## config.mk

```make
export PLATFORM = sky130hd
export DESIGN_NAME = port_latch_hs
export DESIGN_NICKNAME = d
export VERILOG_FILES = /design/src/rtl/port_latch_pkg.sv /design/src/rtl/pl_sync.sv /design/src/rtl/pl_edge.sv /design/src/rtl/pl_hold.sv /design/src/rtl/port_latch_hs.sv
export SDC_FILE = /design/constraint.sdc
export NUM_CORES = 1
export LEC_CHECK = 0
export ABC_AREA = 1
export BUFFER_PORTS_ARGS = -buffer_cell sky130_fd_sc_hd__buf_2
export CAP_MARGIN = 20
export CORE_ASPECT_RATIO = 1.1
export CORE_MARGIN = 2
export CORE_UTILIZATION = 45
export DETAILED_ROUTE_END_ITERATION = 7
export PLACE_DENSITY = 0.86
export SYNTH_ARGS = -nofsm -noshare
export SYNTH_HDL_FRONTEND = slang
export SYNTH_SLANG_ARGS = --single-unit
```

## constraint.sdc

```tcl
create_clock -name clk -period 1.24 [get_ports clk]
set_input_delay 0.248 -clock clk [delete_from_list [all_inputs] [get_ports clk]]
set_output_delay 0.248 -clock clk [all_outputs]
set_load 0.02 [all_outputs]
```

## src/rtl/port_latch_pkg.sv

```systemverilog
package port_latch_pkg;
    localparam int PORT_W = 8;

    typedef logic [PORT_W-1:0] port_byte_t;

    typedef enum logic {
        POL_FALL = 1'b0,
        POL_RISE = 1'b1
    } edge_pol_e;

    typedef struct packed {
        logic       frozen;
        port_byte_t held;
    } hold_state_t;

    function automatic logic active_edge(edge_pol_e pol, logic cur, logic prev);
        if (pol == POL_RISE)
            return cur & ~prev;
        else
            return ~cur & prev;
    endfunction
endpackage

```

## src/rtl/pl_sync.sv

```systemverilog
module pl_sync #(
    parameter int STAGES = 2
) (
    input  logic clk,
    input  logic rst,
    input  logic d,
    output logic q
);
    logic [STAGES-1:0] chain;

    always_ff @(posedge clk) begin
        if (rst) begin
            chain <= '0;
        end else begin
            chain[0] <= d;
            for (int i = 1; i < STAGES; i++)
                chain[i] <= chain[i-1];
        end
    end

    assign q = chain[STAGES-1];
endmodule

```

## src/rtl/pl_edge.sv

```systemverilog
module pl_edge
    import port_latch_pkg::*;
(
    input  logic clk,
    input  logic rst,
    input  logic level,
    input  logic pol,
    output logic hit
);
    logic prev_q;

    always_ff @(posedge clk) begin
        if (rst)
            prev_q <= 1'b0;
        else
            prev_q <= level;
    end

    assign hit = active_edge(edge_pol_e'(pol), level, prev_q);
endmodule

```

## src/rtl/pl_hold.sv

```systemverilog
module pl_hold
    import port_latch_pkg::*;
(
    input  logic       clk,
    input  logic       rst,
    input  logic       cap_en,
    input  port_byte_t port_in,
    input  logic       hit,
    input  logic       rearm,
    output port_byte_t held,
    output logic       pend
);
    hold_state_t st_q;
    logic        pend_q;

    always_ff @(posedge clk) begin
        if (rst) begin
            st_q <= '{frozen: 1'b0, held: '0};
        end else if (!cap_en) begin
            st_q <= '{frozen: 1'b0, held: port_in};
        end else if (!st_q.frozen || rearm) begin
            st_q <= '{frozen: hit, held: port_in};
        end
    end

    always_ff @(posedge clk) begin
        if (rst)
            pend_q <= 1'b0;
        else if (hit)
            pend_q <= 1'b1;
        else if (rearm)
            pend_q <= 1'b0;
    end

    assign held = st_q.held;
    assign pend = pend_q;

    assert_frozen_hold_R5: assert property (@(posedge clk) disable iff (rst)
        (cap_en && st_q.frozen && !rearm) |=> (st_q.held == $past(st_q.held) && st_q.frozen));

    assert_follow_R3: assert property (@(posedge clk) disable iff (rst)
        (cap_en && !st_q.frozen && !hit) |=> (!st_q.frozen && st_q.held == $past(port_in)));

    assert_flag_set_R8: assert property (@(posedge clk) disable iff (rst)
        hit |=> pend_q);

    assert_flag_clear_R8: assert property (@(posedge clk) disable iff (rst)
        (rearm && !hit) |=> !pend_q);

    assert_coincide_R10: assert property (@(posedge clk) disable iff (rst)
        (cap_en && rearm && hit) |=> (st_q.frozen && st_q.held == $past(port_in)));
endmodule

```

## src/rtl/port_latch_hs.sv

```systemverilog
module port_latch_hs
    import port_latch_pkg::*;
#(
    parameter int          ADDR_W      = 4,
    parameter int          SYNC_STAGES = 2,
    parameter logic [3:0]  DATA_ADDR   = 4'h1
) (
    input  logic              clk,
    input  logic              rst,
    input  logic [PORT_W-1:0] port_in,
    input  logic              strobe_in,
    input  logic              cap_en,
    input  logic              edge_pol,
    input  logic              rd_stb,
    input  logic [ADDR_W-1:0] rd_addr,
    output logic [PORT_W-1:0] rd_data,
    output logic              pend_flag
);
    localparam logic [ADDR_W-1:0] DATA_SEL = ADDR_W'(DATA_ADDR);

    logic       strobe_s;
    logic       hit;
    logic       rearm;
    port_byte_t held;

    assign rearm = rd_stb && (rd_addr == DATA_SEL);

    pl_sync #(.STAGES(SYNC_STAGES)) u_sync (
        .clk (clk),
        .rst (rst),
        .d   (strobe_in),
        .q   (strobe_s)
    );

    pl_edge u_edge (
        .clk   (clk),
        .rst   (rst),
        .level (strobe_s),
        .pol   (edge_pol),
        .hit   (hit)
    );

    pl_hold u_hold (
        .clk     (clk),
        .rst     (rst),
        .cap_en  (cap_en),
        .port_in (port_in),
        .hit     (hit),
        .rearm   (rearm),
        .held    (held),
        .pend    (pend_flag)
    );

    assign rd_data = cap_en ? held : port_in;

    assert_other_addr_R6: assert property (@(posedge clk) disable iff (rst)
        (rd_stb && rd_addr != DATA_SEL && pend_flag) |=> pend_flag);
endmodule

```

Yosys cells after proc, flatten, opt, wreduce, memory -nomap -nowiden
Index checks and enable logic that the tools add are counted.
{ "totals": {"reg_bits": 13, "in_bits": 18, "out_inout_bits": 9, "word_cells": 23} }
{ "op_classes": {"n_eq_ne": 2, "n_mux": 6, "bitwise_logic": 5, "reduce_logical": 5} }
{ "ops": {"columns": ["cell", "count"], "rows": [
  ["$mux 8", 3],
  ["$eq 4x1->1 const B", 1],
  ["$mux 1", 3],
  ["$not 1->1", 3],
  ["$and 1x1->1", 2],
  ["$ne 2x1->1 const B", 1],
  ["$reduce_bool 2->1", 1],
  ["$reduce_or 2->1", 1],
  ["$logic_and 1x1->1", 1],
  ["$logic_not 1->1", 1],
  ["$logic_or 1x1->1", 1]
]} }

Longest topological paths before layout
Gate-level depths: netlist (run 1).
{ "depth": {"depth_word": 5, "mapped_depth": 8} }

Hierarchy
From an unflattened synthesis (run 1), not the netlist that was laid out.
{ "unflattened": {"hier_cells": 111, "hier_area_um2": 706.9} }
{ "modules_own_cells": {"columns": ["module", "instances", "cells_each", "area_each_um2", "seq_area_each_um2"], "rows": [
  ["pl_hold", 1, 67, 473.0, 200.2],
  ["port_latch_hs", 1, 30, 130.1, 0.0],
  ["pl_sync", 1, 6, 55.1, 40.0],
  ["pl_edge", 1, 8, 48.8, 20.0]
]} }

Least setup slack after synthesis (run 1)
OpenSTA, ideal clock, no wires.
{ "synth_timing": {"path_type": "in2out", "from": "input port cap_en", "to": "output port rd_data[6]", "arrival_time_ns": 0.899, "required_ns": 0.992, "setup_slack_ns": 0.093, "path_stages": 2, "n_path_buf": 1, "cell_sequence": "buf_2 > o21ai_0"} }
{ "synth_between": {"elab_chain_len": 1} }
{ "synth_lines": {"columns": ["element", "line", "rtl"], "rows": [
  ["start: declaration", "port_latch_hs.sv:12", "input logic cap_en,"],
  ["$mux 8", "port_latch_hs.sv:54", "assign rd_data = cap_en ? held : port_in;"],
  ["end: declaration", "port_latch_hs.sv:16", "output logic [PORT_W-1:0] rd_data,"]
]} }
Every way passes these cells.

Worst setup path after layout (run 1)
{ "layout_timing": {"from": "register u_hold.st_q, in the netlist u_hold.held[1]", "to": "output port rd_data[1]"} }
{ "layout_between": {"elab_chain_len": 1} }
{ "layout_lines": {"columns": ["element", "line", "rtl"], "rows": [
  ["start: declaration", "pl_hold.sv:13", "hold_state_t st_q;"],
  ["start signal: assignment", "pl_hold.sv:18", "st_q <= '{frozen: 1'b0, held: '0};"],
  ["start signal: assignment", "pl_hold.sv:20", "st_q <= '{frozen: 1'b0, held: port_in};"],
  ["start signal: assignment", "pl_hold.sv:22", "st_q <= '{frozen: hit, held: port_in};"],
  ["$mux 8", "port_latch_hs.sv:54", null]
]} }
Every way passes these cells.

==> out/qor.csv, run 1 <==
stage,metric,value,unit
run_status,status,"complete, no violations",
clocking,clock-root-buffer,clkbuf_4,
drt,post_drt_wl_per_cell,8.681,µm
sta,final.setup.tns,0,ns
layout,layout.nets,147,
floorplan,fp-row-count,14,
hold_path,holdPathStages,3,
drt,via_count,658,
hold_path,holdCritPathClass,primary input to flop,
place,place_area,798.3,µm²
synth,synth_top_family_by_area,simple AND/OR/NAND/NOR gates,
sta,slew_headroom,82.65,%
pwr,ir_drop,0.6415,mV
place,placed_cells,140,
floorplan,start_util,49.01,%
clocking,clkLatencyLatePin,0.28,ns
hold_path,holdCritStartpoint,strobe_in,
clocking,path_clk_slew,0.07,ns
global_route,grt_start_max_net_pins,23,
critical_path,cpPeakStageDelay,0.34,ns
critical_path,reg2reg_setup_slack,0.25,ns
place,hpwl,938.5,µm
synth,syn_area_per_cell,6.714,µm²
synth,synth_fa_ha_area_share,0,%
layout,antenna_cells,0,
pwr,total_power,0.8656,mW
sta,holdWs,0.1647,ns
sta,max_freq,0.8567,GHz
drt,wl,1250,µm
floorplan,die_w,41.02,µm
critical_path,crit_path_end_kind,output pin,
floorplan,die_area,1834,µm²
clocking,htree_levels,1,
sta,fin_crit_sh,94.14,%
run,maxCapViolCount,0,
synth,seq_area_frac_synth,38.38,%
synth,yosysUniqueCellTypes,12,
sta,clock_skew,0.002146,ns
critical_path,crit_family,flip-flops,
synth,synth_xor_area_share,0,%
sta,min_period,1.167,ns
layout,stdcell_area,829.5,µm²
pwr,p_leak,0.4612,nW
drt,drtIter0Drc,10,
critical_path,crit_path_start,u_hold.held[1]$_SDFFE_PP0P_,
sta,finalHoldViolCount,0,
layout,drive_gt1_share,31.25,%
critical_path,path_cells,nand2_1 > o21ai_0 > buf_2,
synth,syn_nets,119,
synth,synthSimpleGateAreaFrac,37.45,%
global_route,grt_pass1_wl,1980,µm
critical_path,cp.arrival,0.92,ns
layout,final_common_cell,nand2_1,
hold_path,hold_path_end,u_sync.chain[0]$_SDFF_PP0_,
synth,muxShareOfSynthArea,0,%
clocking,cts_tree,done,
sta,worst_pin_slew,0.2599,ns
layout,fin_cells,144,
critical_path,cp_data_required_time,0.99,ns
floorplan,core_region_area,1384,µm²
synth,syn_inst,101,
critical_path,rr_worst_depth,3,
synth,ys_ff_latch,13,
critical_path,slowest_stage,dfxtp_1,
critical_path,critical_path.max_fanout,2,
clocking,cts.hold.buffers_added,0,
floorplan,die_y,44.72,µm
place,port_buffers,26,
drt,drt_first_pass_iters,4,
sta,setup_viol,0,
drt,vias_per_cell,4.569,
drt,postRouteAntennaNets,0,
sta,slew_violations,0,
synth,syn-cell-area,678.2,µm²
place,routabilityCongestion,0.6707,
drt,drc,0,
floorplan,io_pins,27,
global_route,antenna_found_initial,0,
clocking,cts_max_path_buffers,2,
sta,rsz0062_at_grt,no,
layout,final_cell_mix,"nand2_1 (28), buf_2 (25), inv_1 (20)",
clocking,clock-sinks,13,
critical_path,critPathBufInv,1,
synth,ys_warn_count,0,
global_route,grtUsageTotal,16.09,%
critical_path,rr_endpoint,u_hold.held[5]$_SDFFE_PP0P_,
global_route,grt_overflow,0,
clocking,numCtsBuffers,3,
synth,synth_compound_area_share,8.118,%
layout,area_growth,22.32,%
critical_path,cp-start-kind,flop,
critical_path,crit_type,flop to output pin,
pwr,p_per_area,1044,nW/µm²
global_route,grt_pass1_vias,505,
critical_path,r2r-start,u_hold.st_q[8]$_SDFFE_PP0P_,
how the worst max path moves through the flow:
stage | cells past startpoint | end | slack (ns)
finish | 3 | rd_data[1] | 0.07
global route | 3 | rd_data[4] | 0.008
CTS | 3 | rd_data[3] | 0.05
detailed placement | 4 | rd_data[1] | 0.07
global placement | 4 | rd_data[3] | 0.08
floorplan | 2 | rd_data[6] | 0.09
cells in the mapped netlist:
cell	count	share of area [%]
dfxtp_1	13	38
nor2_1	12	6.6
clkinv_1	1	0.55
a21oi_1	3	2.2
nor2_2	7	6.5
nand3_4	2	5.2
buf_2	2	1.5
o21ai_0	8	5.9
nand2_1	28	15
inv_1	20	11
buf_12	1	3.0
nand4_1	4	3.7
layer usage:
layer / GRT usage, % / up-vias / routed length (µm)
met1: 21.70 / 276 / 506
met2: 22.19 / 18 / 652
li1: - / 360 / -
met3: 2.956 / 4 / 67
met4: 12.00 / 0 / 24
met5: 0 / - / 0
through the flow:
step                worst slack [ns]  utilization (%)
global route                0.007834            59.95
global placement             0.08152            57.69
CTS                          0.04975            59.58
finish                       0.07267            59.95
floorplan                    0.09318                -
detailed placement           0.07486            57.69
power breakdown:
| part | internal, mW | total, mW | switching (mW) |
|---|---|---|---|
| combinational | 0.0610 | 0.157 | 0.0956 |
| clock | 0.125 | 0.259 | 0.134 |
| sequential | 0.440 | 0.450 | 0.0110 |
cells by family (layout without fill, tap and decap cells):
kind of cell           Yosys count  count (layout)
flip-flops                      13              13
AND/OR/NAND/NOR                 53              53
buffers and inverters           24              51
AO/OA/AOI/OAI                   11              11
flip-flops by register name, summed over array words and instances (netlist names):
signal / count
u_hold.held: 8
u_hold.pend: 1
u_edge.prev_q: 1
u_hold.st_q: 1
u_sync.chain: 2
worst reg2reg max path: stages, from the launching register on:
cell and delay (ns):
dfxtp_1 0.47, nand3_4 0.20, nor2_1 0.17, nor2_2 0.06
area by class of cell:
cell class              count  area, µm²
fillers                   139      554.3
multi-input cells          64      309.0
flip-flops and latches     13      262.8
repair buffers             26      132.6
inverters                  21      78.83
clock buffers               4      26.28
well taps                  16      20.02
timing repair:
item | CTS | global route
gates resized for setup | 0 | 3
buffers inserted | 0 | 0
setup endpoints to repair | 0 | 6
Power figures use the tool's default switching activity.
==> inputs of run 2 (changes only) <==
- PLACE_DENSITY: 0.86 -> 0.81
==> out/qor.csv, run 2 (synthesized netlist as in run 1, its figures left out) <==
stage,metric,value,unit,change
critical_path,cp_data_required_time,0.99,ns,about the same
critical_path,critical_path.max_fanout,2,,unchanged
critical_path,rr_endpoint,u_hold.held[5]$_SDFFE_PP0P_,,
clocking,clock-root-buffer,clkbuf_4,,
sta,fin_crit_sh,96.66,%,+2.5 points
layout,fin_cells,145,,+0.69%
global_route,grt.busiest_layer,met2,,
clocking,htree_levels,1,,unchanged
place,routabilityCongestion,0.7417,,+11%
place,dp_slack,0.08270,ns,+0.007833 ns
floorplan,fp-row-count,14,,unchanged
clocking,cts_max_path_buffers,2,,unchanged
global_route,grtUsageTotal,17.55,%,+1.5 points
critical_path,crit_type,flop to output pin,,
drt,drtIter0Drc,14,,+4
global_route,met1_usage,19.75,%,-1.9 points
run_status,status,"complete, no violations",,
place,port_buffers,26,,unchanged
clocking,cts.hold.buffers_added,0,,unchanged
clocking,path_clk_slew,0.08,ns,about the same
run,maxCapViolCount,0,,unchanged
layout,final_cell_mix,"nand2_1 (28), buf_2 (26), inv_1 (20)",,
floorplan,die_w,41.02,µm,unchanged
global_route,grt_use_met3,4.433,%,+1.5 points
clocking,numCtsBuffers,3,,unchanged
pwr,ir_drop,0.6353,mV,-0.96%
layout,drive_gt1_share,32.56,%,+1.3 points
global_route,antenna_found_initial,0,,unchanged
floorplan,core_region_area,1384,µm²,unchanged
critical_path,cp-start-kind,flop,,
sta,slew_violations,0,,unchanged
sta,slew_headroom,77.75,%,-4.9 points
clocking,cts_setup_buffers,0,,unchanged
sta,max_freq,0.8343,GHz,-2.6%
hold_path,hold_path_end,u_sync.chain[0]$_SDFF_PP0_,,
global_route,grt_start_max_net_pins,21,,-8.7%
layout,final_common_cell,nand2_1,,
floorplan,io_pins,27,,unchanged
critical_path,crit_path_end_kind,output pin,,
critical_path,rr_worst_depth,3,,unchanged
sta,final.setup.tns,0,ns,unchanged
clocking,clock-sinks,13,,unchanged
sta,clock_skew,0.002257,ns,+0.0001105 ns
drt,post_drt_wl_per_cell,9.000,µm,+3.7%
critical_path,reg2reg_setup_slack,0.25,ns,about the same
drt,wl,1305,µm,+4.4%
drt,vias_per_cell,4.552,,-0.39%
layout,largest_reg_flops,8,,unchanged
global_route,grt_use_met2,28.44,%,+6.3 points
drt,drt_first_pass_iters,4,,unchanged
place,hpwl,936.3,µm,-0.23%
floorplan,start_util,49.01,%,unchanged
global_route,grt_overflow,0,,unchanged
critical_path,r2r-start,u_hold.st_q[8]$_SDFFE_PP0P_,,
floorplan,die_area,1834,µm²,unchanged
sta,worst_pin_slew,0.3338,ns,+0.07383 ns
drt,postRouteAntennaNets,0,,unchanged
sta,setup_viol,0,,unchanged
sta,fin_ws,0.04142,ns,-0.03125 ns
pwr,p_per_area,1039,nW/µm²,-0.47%
critical_path,cp.arrival,0.95,ns,+0.03 ns
hold_path,holdCritPathClass,primary input to flop,,
floorplan,die_y,44.72,µm,unchanged
hold_path,holdCritStartpoint,strobe_in,,
place,placed_cells,141,,+0.71%
layout,antenna_cells,0,,unchanged
clocking,clkLatencyLatePin,0.27,ns,about the same
hold_path,holdPathStages,3,,unchanged
global_route,grt_pass1_wl,2118,µm,+7.0%
sta,finalHoldViolCount,0,,unchanged
layout,layout.nets,148,,+0.68%
sta,min_period,1.199,ns,+0.03125 ns
drt,via_count,660,,+0.30%
drt,drc,0,,unchanged
global_route,grt_pass1_vias,554,,+9.7%
pwr,p_leak,0.4656,nW,+0.95%
layout,area_growth,23.25,%,
clocking,cts_tree,done,,
[run 2: cell types whose count changed in the layout (fill, tap and decap cells not counted), sizes merged]
cell and change:
clkbuf -1, buf +2
[run 2: worst max path at each step]
| stage | startpoint | end | slack [ns] | cells past startpoint |
|---|---|---|---|---|
| 3_5_place_dp | cap_en | rd_data[2] | 0.08 | 4 |
| 6_report | u_hold.held[2]$_SDFFE_PP0P_ | rd_data[2] | 0.04 | 3 |
| 5_1_grt | u_hold.held[2]$_SDFFE_PP0P_ | rd_data[2] | -0.004 | 3 |
| 2_1_floorplan | cap_en | rd_data[6] | 0.09 | 2 |
| 4_1_cts | u_hold.held[4]$_SDFFE_PP0P_ | rd_data[4] | 0.05 | 3 |
| 3_3_place_gp | cap_en | rd_data[2] | 0.1 | 4 |
[run 2: cell type report]
| cell class | count | area [µm²] |
|---|---|---|
| clock buffer | 4 | 26.28 |
| tap | 16 | 20.02 |
| fill | 130 | 548.0 |
| sequential | 13 | 264.0 |
| inverter | 21 | 78.83 |
| timing repair buffer | 27 | 137.6 |
| multi-input combinational | 64 | 309.0 |
[run 2: report_power, final]
group          switching (mW)  internal (mW)  total [mW]  leakage [nW]
sequential             0.0113          0.440       0.451         0.108
combinational          0.0967         0.0620       0.159         0.342
clock                   0.134          0.124       0.258        0.0150
[run 2: stage by stage]
stage / power [mW] / util (%) / instance area, µm² / hold slack (ns)
finish: 0.8680 / 60.40 / 835.8 / 0.1734
global route: 0.9237 / 60.40 / 835.8 / 0.1752
CTS: 0.8755 / 60.13 / 832.0 / 0.1697
detailed placement: 0.6186 / 58.23 / 805.8 / 0.3986
global placement: 0.6136 / 58.23 / 805.8 / 0.3916
floorplan: 0.5572 / - / 678.2 / 0.3171
[run 2: critical path: stages, from the launching register on]
cell     delay [ns]
dfxtp_1        0.35
nand2_1        0.06
o21ai_0        0.09
buf_2          0.19
[run 2: routing by layer]
metal	vias up	wire length, µm
met5	-	0
met2	12	656
met3	2	53
li1	358	-
met4	0	19
met1	288	576
[run 2: timing repair]
item,in CTS,in global routing
endpoints found under the setup margin,0,3
gates resized for setup,0,3
hold endpoints to repair,0,0
==> inputs of run 3 (changes only) <==
- BUFFER_PORTS_ARGS: -buffer_cell sky130_fd_sc_hd__buf_2 -> -buffer_cell sky130_fd_sc_hd__buf_4
- CELL_PAD_IN_SITES_DETAIL_PLACEMENT: default -> 2
- CELL_PAD_IN_SITES_GLOBAL_PLACEMENT: default -> 2
- CORE_UTILIZATION: 45 -> 23
==> out/qor.csv, run 3 (synthesized netlist as in run 1, its figures left out) <==
stage,metric,value,unit,change
clocking,cts_setup_buffers,0,,unchanged
floorplan,start_util,24.41,%,-25 points
global_route,grt_pass1_vias,746,,+35%
drt,postRouteAntennaNets,0,,unchanged
global_route,antenna_found_initial,0,,unchanged
layout,layout.nets,147,,-0.68%
hold_path,holdCritPathClass,primary input to flop,,
sta,final.setup.tns,0,ns,unchanged
drt,via_count,703,,+6.5%
run_status,status,"complete, no violations",,
drt,post_drt_wl_per_cell,11.22,µm,+25%
place,dp_slack,0.1227,ns,+0.03996 ns
global_route,grtUsageTotal,12.39,%,-5.2 points
sta,max_freq,0.8504,GHz,+1.9%
clocking,cts_tree,done,,
critical_path,cpPeakStageDelay,0.34,ns,about the same
pwr,p_int,0.6524,mW,+4.2%
layout,multi_input_area,309.0,µm²,unchanged
layout,fillers,362,,+180%
critical_path,rr_worst_depth,3,,unchanged
place,port_buffers,26,,unchanged
layout,area_growth,35.24,%,
floorplan,fp-row-count,20,,+6
sta,fin_crit_sh,94.83,%,-1.8 points
critical_path,path_cells,nand2_1 > o21ai_0 > buf_4,,
drt,drtIter0Drc,13,,-1
global_route,grt_start_max_net_pins,23,,+9.5%
critical_path,critical_path.max_fanout,2,,unchanged
critical_path,cp-start-kind,flop,,
sta,finalHoldViolCount,0,,unchanged
clocking,ctsResizeCount,0,,unchanged
drt,drt_first_pass_iters,2,,-2
critical_path,reg2reg_setup_slack,0.25,ns,about the same
sta,worst_pin_slew,0.2675,ns,-0.06630 ns
drt,drc,0,,unchanged
drt,wl,1807,µm,+38%
place,routabilityCongestion,0.7189,,-3.1%
layout,stdcell_area,917.1,µm²,+9.7%
clocking,cts.hold.buffers_added,0,,unchanged
critical_path,cp.arrival,0.93,ns,-0.02 ns
pwr,pwr-share-seq,49.7,%,-2.3 points
layout,antenna_cells,0,,unchanged
run,maxCapViolCount,0,,unchanged
pwr,p_switching,0.2581,mW,+6.8%
global_route,grt_pass1_wl,3208,µm,+51%
place,hpwl,1430,µm,+53%
layout,largest_reg_flops,8,,unchanged
clocking,htree_levels,1,,unchanged
layout,final_cell_mix,"nand2_1 (28), buf_4 (26), inv_1 (20)",,
clocking,path_clk_slew,0.09,ns,about the same
layout,seqCellArea,266.5,µm²,+0.95%
critical_path,crit_path_end_kind,output pin,,
global_route,grt_overflow,0,,unchanged
critical_path,crit_type,flop to output pin,,
place,placed_cells,157,,+11%
clocking,numCtsBuffers,3,,unchanged
hold_path,holdPathStages,2,,-1
critical_path,slowest_stage,dfxtp_2,,
floorplan,die_area,3399,µm²,+85%
layout,utilization,33.02,%,-27 points
sta,fin_ws,0.06405,ns,+0.02263 ns
sta,slew_headroom,82.06,%,+4.3 points
pwr,p_leak,0.4806,nW,+3.2%
sta,slew_violations,0,,unchanged
clocking,clock-sinks,13,,unchanged
sta,clock_skew,0.005187,ns,+0.002930 ns
clocking,clkLatencyLatePin,0.27,ns,about the same
sta,rsz0062_at_grt,no,,
pwr,p_per_area,992.8,nW/µm²,-4.4%
sta,min_period,1.176,ns,-0.02263 ns
layout,final_common_cell,nand2_1,,
floorplan,io_pins,27,,unchanged
sta,setup_viol,0,,unchanged
critical_path,cp_data_required_time,0.99,ns,about the same
layout,drive_gt1_share,33.59,%,+1.0 points
drt,vias_per_cell,4.366,,-4.1%
floorplan,core_region_area,2778,µm²,+100%
clocking,cts_max_path_buffers,2,,unchanged
pwr,pwr-share-clk,29.3,%,-0.4 points
pwr,ir_drop,0.5068,mV,-20%
pwr,p_comb_share,21.0,%,+2.7 points
clocking,clock-root-buffer,clkbuf_4,,
pwr,swShare,28.35,%,+0.51 points
place,place_area,884.6,µm²,+9.8%
floorplan,die_w,55.77,µm,+36%
floorplan,die_y,60.95,µm,+36%
layout,fin_cells,161,,+11%
## run 3: routing by layer
layer  track usage (%)  share of wire [%]  vias to the layer above
li1                  -                  -                      354
met1             13.05                 41                      334
met2             23.47                 54                       13
met3             3.625                4.4                        2
met4             5.226               0.77                        0
met5                 0                  0                        -
## run 3: worst max-delay path, delay by kind of cell (launching register included)
| kind | cells | cell delay (ns) |
|---|---|---|
| AOI/OAI and AO/OA | 1 | 0.08 |
| buffers and inverters | 1 | 0.17 |
| DFF | 1 | 0.34 |
| and+or+nand+nor | 1 | 0.06 |
## run 3: power groups by stage
stage               Sequential (mW)  Clock, mW  Combinational, mW
floorplan                     0.459          0             0.0980
global placement              0.459          0              0.186
detailed placement            0.461          0              0.195
CTS                           0.451      0.285              0.197
global route                  0.455      0.305              0.216
finish                        0.452      0.267              0.191
## run 3: final timing paths
check,start,to
max reg2reg,u_hold.st_q[8]$_SDFFE_PP0P_,u_hold.held[5]$_SDFFE_PP0P_
max,u_hold.held[0]$_SDFFE_PP0P_,rd_data[0]
min reg2reg,u_sync.chain[0]$_SDFF_PP0_,u_sync.chain[1]$_SDFF_PP0_
min,rst,u_hold.pend$_SDFFE_PP0P_
## run 3: area by class of cell
type / instances / area share, %
clock buffer: 4 / 2.865
inverter: 21 / 8.595
multi-input combinational: 64 / 33.70
sequential: 13 / 29.06
tap: 33 / 4.502
timing repair buffer: 26 / 21.28
## run 3: metrics by stage
stage	hold WS, ns	power [mW]
2_1_floorplan	0.3171	0.5572
3_3_place_gp	0.3989	0.6456
3_5_place_dp	0.4046	0.6558
4_1_cts	0.1614	0.9327
5_1_grt	0.1575	0.9762
6_report	0.1700	0.9105
